## src/rtl/ext_vinterp.sv

```systemverilog
module ext_vinterp #(
  parameter int IW = 16,
  parameter int OW = 22
) (
  input  logic                 clk,
  input  logic                 rst_n,
  input  logic                 in_valid,
  input  logic                 chroma_sel,
  input  logic signed [IW-1:0] smp_a,
  input  logic signed [IW-1:0] smp_b,
  input  logic signed [IW-1:0] smp_c,
  input  logic signed [IW-1:0] smp_d,
  output logic                 out_valid,
  output logic signed [OW-1:0] out_sum
);
  localparam int PW = IW + 2;
  localparam int DW = IW + 3;

  logic signed [PW-1:0] pair_bc, pair_ad;
  logic signed [DW-1:0] pair_diff;
  logic signed [OW-1:0] bc_x16, diff_x3, luma_val, next_val;

  assign pair_bc   = PW'(smp_b) + PW'(smp_c) + PW'(1);
  assign pair_ad   = PW'(smp_a) + PW'(smp_d) + PW'(1);
  assign pair_diff = DW'(pair_ad) - DW'(pair_bc);
  assign bc_x16    = OW'(pair_bc) <<< 4;
  assign diff_x3   = (OW'(pair_diff) <<< 1) + OW'(pair_diff);
  assign luma_val  = bc_x16 - diff_x3;
  assign next_val  = chroma_sel ? OW'(pair_bc) : luma_val;

  always_ff @(posedge clk or negedge rst_n) begin
    if (!rst_n) begin
      out_valid <= 1'b0;
      out_sum   <= '0;
    end else begin
      out_valid <= in_valid;
      if (in_valid) out_sum <= next_val;
    end
  end

  logic signed [OW-1:0] ax, bx, cx, dx;
  assign ax = OW'(smp_a);
  assign bx = OW'(smp_b);
  assign cx = OW'(smp_c);
  assign dx = OW'(smp_d);


  reset_state_chk: assert property (@(posedge clk) !rst_n |=> (!out_valid && out_sum == '0));

  valid_follow_chk: assert property (@(posedge clk) disable iff (!rst_n)
    1'b1 |=> (out_valid == $past(in_valid)));

  hold_idle_chk: assert property (@(posedge clk) disable iff (!rst_n)
    !in_valid |=> $stable(out_sum));

  luma_direct_chk: assert property (@(posedge clk) disable iff (!rst_n)
    (in_valid && !chroma_sel) |=>
      out_sum == OW'(19) * ($past(bx) + $past(cx)) - OW'(3) * ($past(ax) + $past(dx)) + OW'(16));

  chroma_pair_chk: assert property (@(posedge clk) disable iff (!rst_n)
    (in_valid && chroma_sel) |=> out_sum == $past(bx) + $past(cx) + OW'(1));
endmodule

```

## config.mk

```make
export PLATFORM = sky130hd
export DESIGN_NAME = ext_vinterp
export DESIGN_NICKNAME = d
export VERILOG_FILES = /design/src/rtl/ext_vinterp.sv
export SDC_FILE = /design/constraint.sdc
export NUM_CORES = 1
export LEC_CHECK = 0
export ABC_CLOCK_PERIOD_IN_PS = 1500
export BUFFER_PORTS_ARGS = -buffer_cell sky130_fd_sc_hd__buf_2
export CORE_ASPECT_RATIO = 2
export CORE_MARGIN = 4
export CORE_UTILIZATION = 33
export DETAILED_ROUTE_END_ITERATION = 10
export HOLD_SLACK_MARGIN = 0.15
export MAX_ROUTING_LAYER = met4
export SLEW_MARGIN = 20
export SYNTH_ARGS = -nofsm -noshare
export SYNTH_HDL_FRONTEND = slang
export SYNTH_SLANG_ARGS = --single-unit
```

## constraint.sdc

```tcl
create_clock -name clk -period 1.5 [get_ports clk]
set_input_delay 0.225 -clock clk [delete_from_list [all_inputs] [get_ports clk]]
set_output_delay 0.225 -clock clk [all_outputs]
set_load 0.1 [all_outputs]
```

==> impl_summary.log <==
INFO  metric start_to_end_type_of_the_worst_setup_path = input port to register
INFO  metric final.setup_skew = 0 ns
INFO  metric maxSlewViolCount = 0
INFO  metric grtUsageTotal = approximately 22%
INFO  metric critical_path.most_common_cell = sky130_fd_sc_hd__a21o_1
INFO  metric global_route.overflow_total = 0
INFO  metric finish.net_count = 1027
INFO  metric synth_seq_cells = 23
INFO  metric final.period_utilization = 380.1%
INFO  metric final_hold_viol_count = 0
INFO  metric tritoncts.num_buffers = 3
INFO  metric synth-seq-area-share = about 13%
INFO  metric number_of_synthesized_flops_with_an_enable_pin = 0
INFO  metric floorplan.die.width = 91.48 um
INFO  metric pin_count_of_the_biggest_net_entering_global_routing = 29
INFO  metric hold-worst-slack = 0.3834 ns
INFO  metric fillers = 1131
INFO  metric route.antenna.remaining_nets = 0
INFO  metric syn_area = approximately 4600 um^2
INFO  metric fraction_of_final_layout_cells_sized_beyond_drive_strength_1 = a little under three fifths
INFO  metric synth-compound-area-share = 25.11%
INFO  metric cts-htree-levels = 1
INFO  metric synth_top_family_by_area = adder cells
INFO  metric finalWirelength = between 15000 and 20000 um
INFO  metric cp_slowest_cell = sky130_fd_sc_hd__fa_1
INFO  metric worst_skew_late_latency = 0.25 ns
INFO  metric drt_first_iter_violations = between 200 and 250
INFO  metric syn_nets = around 720
INFO  metric final.setup.worst_slack = -4.202 ns
INFO  metric clkTransAtPathRegs = roughly 0.06 ns
INFO  metric endpoint_kind = register
INFO  metric synth_simple_gate_area_share = between 15 and 20%
INFO  metric routabilityCongestion = ~0.95
INFO  metric tightest_slew = roughly 0.52 ns
INFO  metric max-slew-margin-rel = 65.59%
INFO  metric synth.lib_cells_used.distinct = 60
INFO  metric row_count = 60
INFO  metric synthAdderAreaFrac = 30.30%
INFO  metric avgViaCountPerCell = around 5.1
INFO  metric outcome = finished, violations left
INFO  metric worst-path-max-fanout = 4
INFO  metric ctsLongestPathBuffers = 2
INFO  metric first_global_vias = 6002
INFO  metric crit_arrival = 5.89 ns
INFO  metric fin_setup_tns = -71.79 ns
INFO  metric routed_wire_per_std_cell = 16.86 um
INFO  metric yosys-mux-area-fraction = around 2.3%
INFO  metric synthesis.instances = around 560
INFO  metric design.core.area = between 10000 and 15000 um^2
INFO  metric pin_count = about 90
INFO  metric fraction_of_synthesized_cell_area_in_xor_and_xnor_cells = 8.188%
INFO  metric ys.warnings.count = 0
INFO  metric async_reset_ff_share = between 90% and 100%
INFO  metric fp.dieH = roughly 170 um
INFO  metric finalSetupViolCount = 22
INFO  metric cts_root_buffer = sky130_fd_sc_hd__clkbuf_16
INFO  metric yosys_most_used_dff = sky130_fd_sc_hd__dfrtp_1
INFO  metric pre_cts_ws = -4.543 ns
INFO  metric number_of_antenna_violations_at_the_first_check_in_global_routing = 0
INFO  metric place.port_buffers = 90
INFO  metric cts_tree = yes
INFO  metric post-dp-hpwl = roughly 14000 um
INFO  metric areaGrowthSynthToFinish = 82.15%
INFO  metric drt_pass1_iterations = 4
INFO  metric syn_area_per_cell = 8.243 um^2
INFO  metric critPathMaxStageDelay = between 0.5 and 0.6 ns
INFO  metric global_route_wire_length_before_repair = 28120 um
INFO  metric timing.critical_path.required = around 1.7 ns
INFO  metric drc = 0
INFO  metric min_path_type = input port to register
INFO  metric antenna_diode_count = 0
INFO  metric setup_repair_after_global_routing_missed_its_margin = true
INFO  metric initial_core_util = 33.85%
INFO  metric max_freq = ~0.18 GHz
INFO  metric dr_total_vias = approximately 5400
INFO  metric tritoncts_num_sinks = 23
INFO  metric fin_crit = between 5 and 6 ns
INFO  metric design.die.area = between 15000 and 20000 um^2
INFO  metric maxCapViolations = 0
INFO  metric startpoint_type = input port
INFO  metric failing_checks = negative setup slack
-- worst paths after layout --
check                               to  slack, ns        start  depth (start not counted)
hold / removal               out_valid       0.38     in_valid                          2
min in group asynchronous   out_sum[1]       0.48        rst_n                          2
max in group asynchronous  out_sum[16]       0.67        rst_n                          2
setup / recovery           out_sum[20]      -4.20     smp_c[0]                         30
setup reg to reg            out_sum[5]       0.73   out_sum[5]                          1
hold reg to reg            out_sum[12]       0.50  out_sum[12]                          1
-- kinds of logic (layout without fill, tap and decap cells) --
family | after synthesis | in the layout
xor+xnor | 43 | 43
fa+ha+maj | 91 | 91
simple gates | 148 | 148
flops | 23 | 23
mux | 10 | 10
compound gates | 177 | 177
buf+inv | 66 | 375
-- Yosys cell counts (7+ instances only) --
cell,number,area share [%]
sky130_fd_sc_hd__xor2_1,16,3.0
sky130_fd_sc_hd__mux2i_1,7,1.5
sky130_fd_sc_hd__nand2b_1,8,1.1
sky130_fd_sc_hd__and3_1,8,1.1
sky130_fd_sc_hd__ha_1,57,16
sky130_fd_sc_hd__fa_1,34,15
sky130_fd_sc_hd__inv_1,57,4.7
sky130_fd_sc_hd__xnor2_1,27,5.1
sky130_fd_sc_hd__nor2b_1,8,1.1
sky130_fd_sc_hd__a21oi_1,54,5.9
sky130_fd_sc_hd__o211ai_1,9,1.5
sky130_fd_sc_hd__a21o_1,26,4.2
sky130_fd_sc_hd__o21ai_0,33,3.6
sky130_fd_sc_hd__a31oi_1,10,1.4
sky130_fd_sc_hd__clkbuf_1,8,0.65
sky130_fd_sc_hd__dfrtp_1,23,13
sky130_fd_sc_hd__nand3_1,12,1.3
sky130_fd_sc_hd__nor3_1,8,0.87
sky130_fd_sc_hd__nor2_1,38,3.1
sky130_fd_sc_hd__nand2_1,35,2.9
-- state kept, by name (all words and copies together), names as in the netlist --
register / cells
out_valid: 1
out_sum: 22
-- worst max-delay path, delay by kind of cell --
| family | cells | cell delay, ns |
|---|---|---|
| buffers and inverters | 4 | 0.27 |
| AND/OR/NAND/NOR | 3 | 0.28 |
| adder cells (fa/ha/maj) | 6 | 1.94 |
| multiplexers | 3 | 0.89 |
| AO/OA/AOI/OAI | 14 | 2.28 |
-- layout make-up --
cell class | instances | area, um^2 | area share (%)
multi-input cells | 469 | 4976 | 59.39
inverters | 57 | 236.5 | 2.823
flip-flops and latches | 23 | 575.6 | 6.870
repair buffers | 314 | 2277 | 27.18
clock buffers | 3 | 75.07 | 0.8961
well taps | 186 | 232.7 | 2.778
clock inverters | 1 | 5.005 | 0.05974
-- metrics by stage --
stage               area [um^2]  cells  util, %
global route               8378   1053    61.66
floorplan                  5067    558        -
detailed placement         7083   1007    52.13
global placement           7083   1007    52.13
CTS                        7929   1043    58.35
finish                     8378   1053    61.66
-- layout by cell type, fill, tap and decap left out, types with 4 or more instances in the layout --
cell                         n
sky130_fd_sc_hd__o21bai_1    5
sky130_fd_sc_hd__ha_1       24
sky130_fd_sc_hd__nor2b_1     4
sky130_fd_sc_hd__buf_4     192
sky130_fd_sc_hd__o211ai_1    9
sky130_fd_sc_hd__o21ai_0    12
sky130_fd_sc_hd__buf_2      87
sky130_fd_sc_hd__nand2b_1    8
sky130_fd_sc_hd__and3_1      4
sky130_fd_sc_hd__a21o_1     26
sky130_fd_sc_hd__xor2_1     12
sky130_fd_sc_hd__ha_4       32
sky130_fd_sc_hd__nor3_1      4
sky130_fd_sc_hd__a21oi_2    16
sky130_fd_sc_hd__xnor2_1    11
sky130_fd_sc_hd__mux2i_1     5
sky130_fd_sc_hd__or2_4       5
sky130_fd_sc_hd__a21oi_4     8
sky130_fd_sc_hd__and3_4      4
sky130_fd_sc_hd__xnor2_4     5
sky130_fd_sc_hd__xnor2_2    11
sky130_fd_sc_hd__nand3_1     9
sky130_fd_sc_hd__a31oi_1     5
sky130_fd_sc_hd__o21a_1      6
sky130_fd_sc_hd__inv_2       8
sky130_fd_sc_hd__nand2_1    30
sky130_fd_sc_hd__nor2_1     34
sky130_fd_sc_hd__nand3b_1    4
sky130_fd_sc_hd__inv_1      45
sky130_fd_sc_hd__and2_1      4
sky130_fd_sc_hd__o21ai_2     8
sky130_fd_sc_hd__fa_1       32
sky130_fd_sc_hd__o21ai_1    12
sky130_fd_sc_hd__nor2_4      4
sky130_fd_sc_hd__buf_6      32
sky130_fd_sc_hd__dfrtp_1    23
sky130_fd_sc_hd__a21oi_1    31
-- layer usage --
| metal | global-route usage (%) | share of wire (%) |
|---|---|---|
| met4 | 12.91 | 6.6 |
| met5 | - | 0 |
| met2 | 45.13 | 60 |
| met3 | 1.766 | 1.7 |
| met1 | 19.20 | 31 |
-- timing repair --
| action | in CTS | in global routing |
|---|---|---|
| pin swaps | 88 | 104 |
| endpoints found under the setup margin | 22 | 22 |
| hold endpoints to repair | 23 | 0 |
| resized for setup | 100 | 77 |
| setup buffers | 35 | 16 |
| hold buffers | 1 | 0 |
Power is not shown: default switching activity piles up to over one toggle a cycle in this logic, so the estimate is an artifact.
